[src/rtl/icap_pkg.sv]
package icap_pkg;

    localparam int TMR_W = 16;

    typedef enum logic [2:0] {
        MD_OFF    = 3'b000,
        MD_BOTH   = 3'b001,
        MD_FALL   = 3'b010,
        MD_RISE   = 3'b011,
        MD_DIV4   = 3'b100,
        MD_DIV16  = 3'b101,
        MD_RSVD   = 3'b110,
        MD_WAKE   = 3'b111
    } icap_mode_e;

    typedef struct packed {
        logic rise;
        logic fall;
    } edge_s;

    function automatic logic is_div_mode(icap_mode_e m);
        return (m == MD_DIV4) || (m == MD_DIV16);
    endfunction

    function automatic logic is_capture_mode(icap_mode_e m);
        return (m == MD_BOTH) || (m == MD_FALL) || (m == MD_RISE) || is_div_mode(m);
    endfunction

endpackage

[src/rtl/icap_edge.sv]
module icap_edge
    import icap_pkg::*;
#(
    parameter int SYNC_LEN = 2,
    parameter int PS_W     = 4
) (
    input  logic       clk,
    input  logic       rst,
    input  logic       pin,
    input  icap_mode_e mode,
    output logic       cap_evt,
    output logic       wake_evt,
    output logic       flush
);
    localparam logic [PS_W-1:0] LAST_DIV4  = 3;
    localparam logic [PS_W-1:0] LAST_DIV16 = 15;

    logic [SYNC_LEN:0] chain;
    edge_s             edg;
    icap_mode_e        mode_q;
    logic [PS_W-1:0]   pcnt;
    logic              restart;
    logic              ps_hit;

    always_ff @(posedge clk) begin
        if (rst) chain <= '0;
        else     chain <= {chain[SYNC_LEN-1:0], pin};
    end

    always_comb begin
        edg.rise = chain[SYNC_LEN-1] & ~chain[SYNC_LEN];
        edg.fall = ~chain[SYNC_LEN-1] & chain[SYNC_LEN];
    end

    always_ff @(posedge clk) begin
        if (rst) mode_q <= MD_OFF;
        else     mode_q <= mode;
    end

    assign restart = (mode != mode_q) || (mode == MD_OFF);
    assign flush   = (mode == MD_OFF);

    always_comb begin
        case (mode)
            MD_DIV4:  ps_hit = (pcnt == LAST_DIV4);
            MD_DIV16: ps_hit = (pcnt == LAST_DIV16);
            default:  ps_hit = 1'b0;
        endcase
    end

    always_ff @(posedge clk) begin
        if (rst || restart)                   pcnt <= '0;
        else if (edg.rise && is_div_mode(mode)) pcnt <= ps_hit ? '0 : pcnt + 1'b1;
    end

    always_comb begin
        case (mode)
            MD_BOTH:          cap_evt = edg.rise | edg.fall;
            MD_FALL:          cap_evt = edg.fall;
            MD_RISE:          cap_evt = edg.rise;
            MD_DIV4, MD_DIV16: cap_evt = edg.rise & ps_hit & ~restart;
            default:          cap_evt = 1'b0;
        endcase
    end

    assign wake_evt = (mode == MD_WAKE) && (edg.rise || edg.fall);

    // the divide-by-4 count never passes its terminal value
    a_r3_div4_range: assert property (@(posedge clk) disable iff (rst)
        (mode == MD_DIV4 && mode_q == MD_DIV4) |-> (pcnt <= LAST_DIV4));

    // a mode change leaves the prescaler at zero
    a_r4_restart: assert property (@(posedge clk) disable iff (rst)
        (mode != mode_q) |=> (pcnt == '0));

    // no capture outside the capture modes
    a_r9_no_cap: assert property (@(posedge clk) disable iff (rst)
        !is_capture_mode(mode) |-> !cap_evt);

endmodule

[src/rtl/icap_fifo.sv]
module icap_fifo #(
    parameter int W     = 16,
    parameter int DEPTH = 4
) (
    input  logic         clk,
    input  logic         rst,
    input  logic         flush,
    input  logic         push,
    input  logic [W-1:0] wdata,
    input  logic         pop,
    output logic [W-1:0] rdata,
    output logic         not_empty,
    output logic         ovf
);
    localparam int AW = (DEPTH > 1) ? $clog2(DEPTH) : 1;
    localparam int CW = $clog2(DEPTH + 1);
    localparam logic [CW-1:0] FULL_CNT = CW'(DEPTH);

    logic [W-1:0]  mem [DEPTH];
    logic [AW-1:0] wr_ptr, rd_ptr;
    logic [CW-1:0] count;
    logic          full, do_push, do_pop;

    function automatic logic [AW-1:0] bump(logic [AW-1:0] p);
        return (p == AW'(DEPTH - 1)) ? '0 : p + 1'b1;
    endfunction

    assign full    = (count == FULL_CNT);
    assign do_pop  = pop && (count != '0);
    assign do_push = push && (!full || do_pop);

    always_ff @(posedge clk) begin
        if (do_push && !flush) mem[wr_ptr] <= wdata;
    end

    always_ff @(posedge clk) begin
        if (rst || flush) begin
            wr_ptr <= '0;
            rd_ptr <= '0;
            count  <= '0;
        end else begin
            if (do_push) wr_ptr <= bump(wr_ptr);
            if (do_pop)  rd_ptr <= bump(rd_ptr);
            case ({do_push, do_pop})
                2'b10:   count <= count + 1'b1;
                2'b01:   count <= count - 1'b1;
                default: count <= count;
            endcase
        end
    end

    always_ff @(posedge clk) begin
        if (rst || flush)         ovf <= 1'b0;
        else if (do_pop)          ovf <= 1'b0;
        else if (push && full)    ovf <= 1'b1;
    end

    assign rdata     = mem[rd_ptr];
    assign not_empty = (count != '0);

    // occupancy bounded by depth
    a_r5_bound: assert property (@(posedge clk) disable iff (rst)
        count <= FULL_CNT);

    // overflow only rises after a push into a full store
    a_r6_ovf_cause: assert property (@(posedge clk) disable iff (rst)
        $rose(ovf) |-> $past(push && full));

    // a flush leaves the store empty and the overflow clear
    a_r10_flush: assert property (@(posedge clk) disable iff (rst)
        flush |=> (!not_empty && !ovf));

endmodule

[src/rtl/icap_irq.sv]
module icap_irq #(
    parameter int CNT_W = 2
) (
    input  logic             clk,
    input  logic             rst,
    input  logic             flush,
    input  logic             cap_evt,
    input  logic             wake_evt,
    input  logic [CNT_W-1:0] thresh,
    input  logic             clr,
    output logic             flag
);
    logic [CNT_W-1:0] tally;
    logic             hit, set;

    assign hit = cap_evt && (tally >= thresh);
    assign set = hit || wake_evt;

    always_ff @(posedge clk) begin
        if (rst || flush)  tally <= '0;
        else if (cap_evt)  tally <= hit ? '0 : tally + 1'b1;
    end

    always_ff @(posedge clk) begin
        if (rst)       flag <= 1'b0;
        else if (set)  flag <= 1'b1;
        else if (clr)  flag <= 1'b0;
    end

    // a lone clear drops the flag
    a_r8_clear: assert property (@(posedge clk) disable iff (rst)
        (clr && !set) |=> !flag);

    // without a clear the flag holds
    a_r8_sticky: assert property (@(posedge clk) disable iff (rst)
        (flag && !clr) |=> flag);

    // a set request always shows on the flag
    a_r7_set: assert property (@(posedge clk) disable iff (rst)
        set |=> flag);

endmodule

[src/rtl/icap_channel.sv]
module icap_channel
    import icap_pkg::*;
#(
    parameter int DEPTH    = 4,
    parameter int SYNC_LEN = 2,
    parameter int PS_W     = 4
) (
    input  logic             clk,
    input  logic             rst,
    input  logic             pin,
    input  logic [TMR_W-1:0] tmr_a,
    input  logic [TMR_W-1:0] tmr_b,
    input  logic [2:0]       mode,
    input  logic             tbase_sel,
    input  logic [1:0]       irq_every,
    input  logic             cap_pop,
    output logic [TMR_W-1:0] cap_data,
    output logic             cap_valid,
    output logic             cap_ovf,
    output logic             irq_flag,
    input  logic             irq_clr
);
    icap_mode_e       mode_e;
    logic             cap_evt, wake_evt, flush;
    logic [TMR_W-1:0] tbase;

    assign mode_e = icap_mode_e'(mode);
    assign tbase  = tbase_sel ? tmr_b : tmr_a;

    icap_edge #(.SYNC_LEN(SYNC_LEN), .PS_W(PS_W)) u_edge (
        .clk      (clk),
        .rst      (rst),
        .pin      (pin),
        .mode     (mode_e),
        .cap_evt  (cap_evt),
        .wake_evt (wake_evt),
        .flush    (flush)
    );

    icap_fifo #(.W(TMR_W), .DEPTH(DEPTH)) u_fifo (
        .clk       (clk),
        .rst       (rst),
        .flush     (flush),
        .push      (cap_evt),
        .wdata     (tbase),
        .pop       (cap_pop),
        .rdata     (cap_data),
        .not_empty (cap_valid),
        .ovf       (cap_ovf)
    );

    icap_irq #(.CNT_W(2)) u_irq (
        .clk      (clk),
        .rst      (rst),
        .flush    (flush),
        .cap_evt  (cap_evt),
        .wake_evt (wake_evt),
        .thresh   (irq_every),
        .clr      (irq_clr),
        .flag     (irq_flag)
    );

    // quiet outputs right after reset
    a_r11_reset: assert property (@(posedge clk)
        $past(rst) |-> (!cap_valid && !cap_ovf && !irq_flag));

    // wake mode never fills the store
    a_r9_wake_nostore: assert property (@(posedge clk) disable iff (rst)
        (mode_e == MD_WAKE && !cap_valid) |=> !cap_valid);

endmodule

[config.mk]
export PLATFORM = sky130hd
export DESIGN_NAME = icap_channel
export DESIGN_NICKNAME = d
export VERILOG_FILES = /design/src/rtl/icap_pkg.sv /design/src/rtl/icap_edge.sv /design/src/rtl/icap_fifo.sv /design/src/rtl/icap_irq.sv /design/src/rtl/icap_channel.sv
export SDC_FILE = /design/constraint.sdc
export NUM_CORES = 1
export LEC_CHECK = 0
export ABC_AREA = 0
export BUFFER_PORTS_ARGS = -buffer_cell sky130_fd_sc_hd__buf_2
export CORE_MARGIN = 2
export CORE_UTILIZATION = 60
export DETAILED_ROUTE_END_ITERATION = 10
export PLACE_DENSITY = 0.95
export SLEW_MARGIN = 20
export SYNTH_ARGS = -nofsm -noshare
export SYNTH_HDL_FRONTEND = slang
export SYNTH_SLANG_ARGS = --single-unit
[constraint.sdc]
create_clock -name clk -period 7.9 [get_ports clk]
set_input_delay 1.58 -clock clk [delete_from_list [all_inputs] [get_ports clk]]
set_output_delay 1.58 -clock clk [all_outputs]
set_load 0.02 [all_outputs]
==> summary.md, run 1 <==
| Metric | Value |
|---|---|
| FF-to-FF Start | u_edge.chain[1] |
| DRT iter0 DRCs | slightly above 90 |
| Sink Count | 87 |
| Worst-path clk slew | around 0.08 ns |
| Total GRT Usage | 20.1% |
| Max Clk Rate | 280 MHz |
| Setup tns final | 0 ns |
| Buffers on Ports | 61 |
| Hold buffer count at cts | 0 |
| Largest net degree at the start of global routing | 17 |
| Synth warn | 0 |
| CTS tree | built |
| Switching share of power | 21.5% |
| Min-delay src | u_edge.chain[0] |
| Initial Util | 61.7% |
| R2r endpoint | u_fifo.count[2] |
| Detailed Routing Iterations Pass 1 | 4 |
| Core area | 5920 um^2 |
| Residual DRC | 0 |
| Die X | 82.1 um |
| R2R setup slack | 5.28 ns |
| Power Density | 206 nW/um^2 |
| Die Y | a little over 80 um |
| Vias in the first global route | 2047 |
| Area of placed instances | approximately 4000 um^2 |
| Commonest non-fill, non-tap cell in the layout | edfxtp_1 |
| Register Area | 2380 um^2 |
| Seq/Total Area, Yosys | 65.2% |
| Hold Crit Class | reg -> reg |
| Slew headroom | 46.8% |
| Vias per cell | 5.58 |
| Antenna viol nets, final | 0 |
| CP Capture Type | register |
| Cell Area, Synth | 3660 um^2 |
| # H-tree levels | 3 |
| Clock Path Buffers | 2 |
| Final HPWL from detailed placement | 4.31 mm |
| Setup-failing EPs final | 0 |
| Per-cell routed wire length | between 15 and 20 um |
| Unique masters post-synth | 37 |
| Run status | completed |
| Share of layout cells above drive strength 1 | 37.4% |
| Antenna Cells | 0 |
| Root Buffer | clkbuf_8 |
| Vias | 2076 |
| Ports | slightly above 60 |
| Die Area | 6730 um^2 |
| Design area | 4190 um^2 |
| Comb power frac | 8.5% |
| Final Max Tran Viols | 0 |
| Post-Syn Nets | 285 |
| GPL Wtd Cong | 0.844 |
| NumNets Final | around 350 |
| Setup Fix Bufs, Post-CTS | 0 |
| Worst R2R Path Depth | 13 |
| Syn avg cell area | ~16 um^2 |
| Clock Latency Late Sink | 0.34 ns |
| Filler Cell Count | 385 |
| Antenna violations before repair | 0 |
| Layout Skew | 0.00767 ns |
| Peak fanout along the critical path | 8 |
| Multi-input logic area | between 1000 and 1500 um^2 |
| Critical path class | in -> reg |
| Slew of the pin with the lowest slew margin | 0.797 ns |
| Final Hold Viols | 0 |
| Routed WL | a little over 6 mm |
| Flop pwr share | ~60% |
| Num rows | 28 |
| Synthesized flop and latch total | 87 |
| TritonCTS Buffers | 9 |
| Clk pwr share | about a third |
| Worst hold path depth | 1 |
| Startpoint Class | input port |
| Switching power | 0.000186 W |
| Commonest non-fill, non-tap cells in the layout | 64 x edfxtp_1, 61 x buf_2, 22 x dfxtp_1, 16 x mux4_2, 16 x mux2_2 |
| Syn Inst Count | between 200 and 250 |
| WHS Endpoint | u_edge.chain[1] |
| Arr. time, crit path | roughly 3.9 ns |
| First-pass GRT wire length | 9.47 mm |
| Critical Path RT | between 8 and 9 ns |
| RSZ-0062 raised after global routing | false |
| GRT overflow | 0 |
| Total power | 0.000866 W |
| Final worst-path cycle share | 45.3% |
| P&R area growth vs syn | 14.7% |
| Max-cap violation count | 0 |
| Leak pwr | ~1.5 nW |
| Internal power | roughly 0.00068 W |
| Min Clock Period, post-route | about 3.6 ns |
| Post-cts sizing count | 0 |
| Peak VDD IR | 0.000128 V |
-- worst max path at each step --
| stage | start | endpoint |
|---|---|---|
| after floorplan | mode[0] | u_fifo.count[2] |
| after global placement | mode[1] | u_fifo.mem[0][13] |
| after detailed placement | mode[1] | u_fifo.mem[3][12] |
| after CTS | register | cap_data[0] |
| after global routing | mode[1] | u_fifo.count[1] |
| final | mode[1] | u_fifo.count[1] |
-- synth_stat cells --
library cell | n | area (um^2)
nand3_1 | 1 | 5.00
o211ai_1 | 1 | 7.51
edfxtp_1 | 64 | 1920
dfxtp_1 | 23 | 460
o22ai_2 | 1 | 12.5
or4_1 | 2 | 15.0
xor2_1 | 7 | 61.3
nand4b_1 | 1 | 8.76
and3b_1 | 1 | 8.76
o21ai_0 | 4 | 20.0
inv_1 | 12 | 45.0
a31oi_1 | 2 | 12.5
and3b_2 | 1 | 10.0
ha_1 | 11 | 138
nand4_1 | 1 | 6.26
nor2_1 | 12 | 45.0
and3_1 | 5 | 31.3
or4b_2 | 1 | 10.0
clkbuf_1 | 8 | 30.0
nand2b_1 | 4 | 25.0
o22a_4 | 1 | 17.5
a41oi_1 | 1 | 8.76
nor3_1 | 5 | 25.0
a21o_1 | 1 | 7.51
fa_1 | 1 | 20.0
or2_2 | 1 | 6.26
mux2_2 | 16 | 180
or3_1 | 2 | 12.5
or4_4 | 1 | 11.3
nor2b_1 | 5 | 31.3
mux4_2 | 16 | 360
a21oi_1 | 7 | 35.0
mux2i_1 | 2 | 20.0
buf_6 | 1 | 11.3
nand2_1 | 6 | 22.5
buf_1 | 1 | 3.75
xnor2_1 | 1 | 8.76
-- per-stage QoR --
stage	setup WS [ns]	hold slack [ns]	utilization, %	std cells
after CTS	4.03	0.447	70.8	372
after global placement	4.08	0.418	67.7	356
after detailed placement	3.98	0.429	67.7	356
after global routing	4.22	0.457	70.8	372
final	4.32	0.443	70.8	372
after floorplan	4.20	0.414	-	230
-- cells by family (layout without fill, tap and decap cells) --
logic type               after synthesis  count (layout)  share of synthesized area, %
AO/OA/AOI/OAI                         18              18                          3.32
XOR/XNOR                               8               8                          1.92
adder cells (fa/ha/maj)               12              12                          4.31
buffers and inverters                 22              89                          2.46
flip-flops                            87              87                          65.2
multiplexers                          34              34                          15.3
AND/OR/NAND/NOR                       49              49                          7.49
-- critical path, cell delays in order --
cell and delay, ns:
buf_2 0.14, xor2_1 0.17, or4_4 0.57, o22a_4 0.25
nor2_1 0.11, inv_1 0.05, ha_1 0.19, inv_1 0.07
fa_1 0.42, nor2_1 0.11, a21oi_1 0.06, nor2_1 0.13
-- cell type report --
type,instances,share of cell area (%)
multi-input combinational,121,28.2
timing repair buffer,61,7.28
clock buffer,12,3.22
inverter,12,1.07
sequential,87,56.8
tap,75,2.24
clock inverter,4,1.10
-- registers in the layout, indices dropped and copies added (netlist names), named ones only --
name / flops
u_edge.chain: 3
u_edge.mode_q: 3
u_edge.pcnt: 4
u_fifo.count: 3
u_fifo.mem: 64
u_fifo.ovf: 1
u_fifo.rd_ptr: 2
u_fifo.wr_ptr: 2
u_irq.flag: 1
u_irq.tally: 2
-- per-layer routing --
layer  wire length (um)  part of all wire [%]  up-vias  global-route usage (%)
met3                289                   4.7       10                    3.74
met4                 97                   1.6        0                    10.0
li1                   -                     -      994                       -
met1               2540                    41     1007                    23.4
met5                  0                     0        -                       0
met2               3280                    53       65                    35.5
-- power by group through the flow --
stage	Sequential [W]	Clock (W)	Combinational (W)
6_report	0.000506	0.000286	0.0000736
2_1_floorplan	0.000512	0	0.0000525
3_3_place_gp	0.000516	0	0.0000706
5_1_grt	0.000507	0.000307	0.0000814
3_5_place_dp	0.000516	0	0.0000737
4_1_cts	0.000506	0.000290	0.0000744
(Power assumes the default switching activity.)
==> run 2: changes to the inputs <==
- CORE_UTILIZATION: 60 -> 50
- PLACE_DENSITY: 0.95 -> 0.86
- clock period: 7.9 -> 2.95 ns (I/O delays scaled with it)
==> summary.md, run 2 (synthesis results as in run 1) <==
| Metric | Value |
|---|---|
| Power Density | 535 nW/um^2 |
| Setup Fix Bufs, Post-CTS | 0 |
| Min-delay src | u_edge.chain[0] |
| Per-cell routed wire length | 15.2 um |
| Routed WL | about 6 mm |
| Critical path class | reg -> reg |
| Final Non-Filler Cells | about 400 |
| Run status | completed |
| Initial Util | around half |
| Register Area | 2380 um^2 |
| Hold buffer count at cts | 0 |
| Vias | 2080 |
| Sink Count | between 80 and 90 |
| GPL Wtd Cong | 0.816 |
| Worst hold path depth | 1 |
| Final Hold Viols | 0 |
| Setup ws final | 0.319 ns |
| Antenna viol nets, final | 0 |
| Total GRT Usage | 16.6% |
| Max-cap violation count | 0 |
| First-pass GRT wire length | 9.67 mm |
| Hold Crit Class | reg -> reg |
| Final worst-path cycle share | 89.2% |
| Num rows | 31 |
| Die X | 89.5 um |
| Die Y | 89.5 um |
| NumNets Final | 353 |
| Post-cts sizing count | 0 |
| Worst R2R Path Depth | 13 |
| Critical Path RT | ~3.2 ns |
| Clock Latency Late Sink | 0.34 ns |
| Clock Path Buffers | 2 |
| P&R area growth vs syn | 16.5% |
| RSZ-0062 raised after global routing | false |
| Filler Cell Count | 542 |
| R2R setup slack | roughly 0.32 ns |
| Antenna Cells | 0 |
| Antenna violations before repair | 0 |
| Max Clk Rate | 380 MHz |
| Residual DRC | 0 |
| CP Capture Type | register |
| CTS tree | built |
| Buffers on Ports | 61 |
| WHS Endpoint | u_edge.chain[1] |
| Max reg flops | 64 |
| Leak pwr | 1.55 nW |
| Core area | slightly above 7000 um^2 |
| Final Max Tran Viols | 0 |
| Min Hold Slack | about 0.45 ns |
| # H-tree levels | 3 |
| Slew headroom | 48.5% |
| Total power | 0.00228 W |
| Setup-failing EPs final | 0 |
| Post-placement worst setup slack | about 0.017 ns |
| Multi-input logic area | 1180 um^2 |
| Setup tns final | 0 ns |
| Commonest non-fill, non-tap cells in the layout | 64 x edfxtp_1, 61 x buf_2, 23 x dfxtp_1, 16 x mux4_2, 16 x mux2_2 |
| Slew of the pin with the lowest slew margin | 0.772 ns |
| Min Clock Period, post-route | roughly 2.6 ns |
| GRT overflow | 0 |
| Placed Cells | a little under 400 |
| Die Area | 8010 um^2 |
| FF-to-FF Start | u_edge.chain[1] |
| Biggest regs | u_fifo.mem x64, u_edge.pcnt x4 |
| Startpoint Class | register |
| Detailed Routing Iterations Pass 1 | 4 |
| Share of layout cells above drive strength 1 | about 40% |
| Final HPWL from detailed placement | 4.12 mm |
| R2r endpoint | u_fifo.count[2] |
| TritonCTS Buffers | 9 |
| DRT iter0 DRCs | 71 |
| Worst-path clk slew | 0.09 ns |
| Largest Register | u_fifo.mem |
| Peak fanout along the critical path | 6 |
| Arr. time, crit path | between 2 and 3 ns |
| Root Buffer | clkbuf_8 |
| Commonest non-fill, non-tap cell in the layout | edfxtp_1 |
| Peak VDD IR | between 0.0002 and 0.00025 V |
| Ports | slightly above 60 |
| Largest net degree at the start of global routing | 17 |
| Vias in the first global route | 2094 |
| Layout Skew | ~0.008 ns |
| Vias per cell | just over 5 |
-- run 2: cell type report --
type | count | area share, %
Clock buffer | 10 | 3.00
Clock inverter | 6 | 1.09
Inverter | 12 | 1.06
Multi-Input combinational cell | 121 | 27.8
Sequential cell | 87 | 55.9
Tap cell | 99 | 2.91
Timing Repair Buffer | 67 | 8.23
-- run 2: power by group --
| part | internal, W | total [W] | switching [W] |
|---|---|---|---|
| combinational | 0.0000971 | 0.000209 | 0.000112 |
| clock | 0.000310 | 0.000727 | 0.000417 |
| sequential | 0.00134 | 0.00134 | 0.00000850 |
-- run 2: how the worst max path moves through the flow --
| stage | start | endpoint |
|---|---|---|
| CTS | u_edge.chain[1] | u_fifo.count[2] |
| detailed placement | mode[1] | u_fifo.count[2] |
| global placement | mode[1] | u_fifo.count[2] |
| floorplan | mode[0] | u_fifo.count[2] |
| finish | u_edge.chain[1] | u_fifo.count[2] |
| global route | u_edge.chain[1] | u_fifo.count[2] |
-- run 2: stage by stage --
stage / cell area, um^2 / util, %
5_1_grt: 4260 / 59.4
4_1_cts: 4260 / 59.4
3_5_place_dp: 4090 / 56.9
3_3_place_gp: 4090 / 56.9
6_report: 4260 / 59.4
2_1_floorplan: 3660 / -
-- run 2: layer usage --
| metal | share of wire, % | track usage, % | vias up | routed length, um |
|---|---|---|---|---|
| met5 | 0 | 0 | - | 0 |
| met4 | 1.0 | 7.19 | 0 | 63 |
| met3 | 4.5 | 2.95 | 10 | 275 |
| met2 | 50 | 27.9 | 62 | 3070 |
| met1 | 44 | 21.2 | 1007 | 2710 |
| li1 | - | - | 1001 | - |
-- run 2: worst max-delay path, cell delays in order (launching register included) --
cell and delay, ns:
dfxtp_1 0.34, inv_1 0.06, ha_1 0.18, and3b_2 0.20, a31oi_1 0.26, o22a_4 0.21, nor2_1 0.05, inv_1 0.05
ha_1 0.16, inv_1 0.06, fa_1 0.38, xor2_1 0.16, or3_1 0.31, a21oi_1 0.15
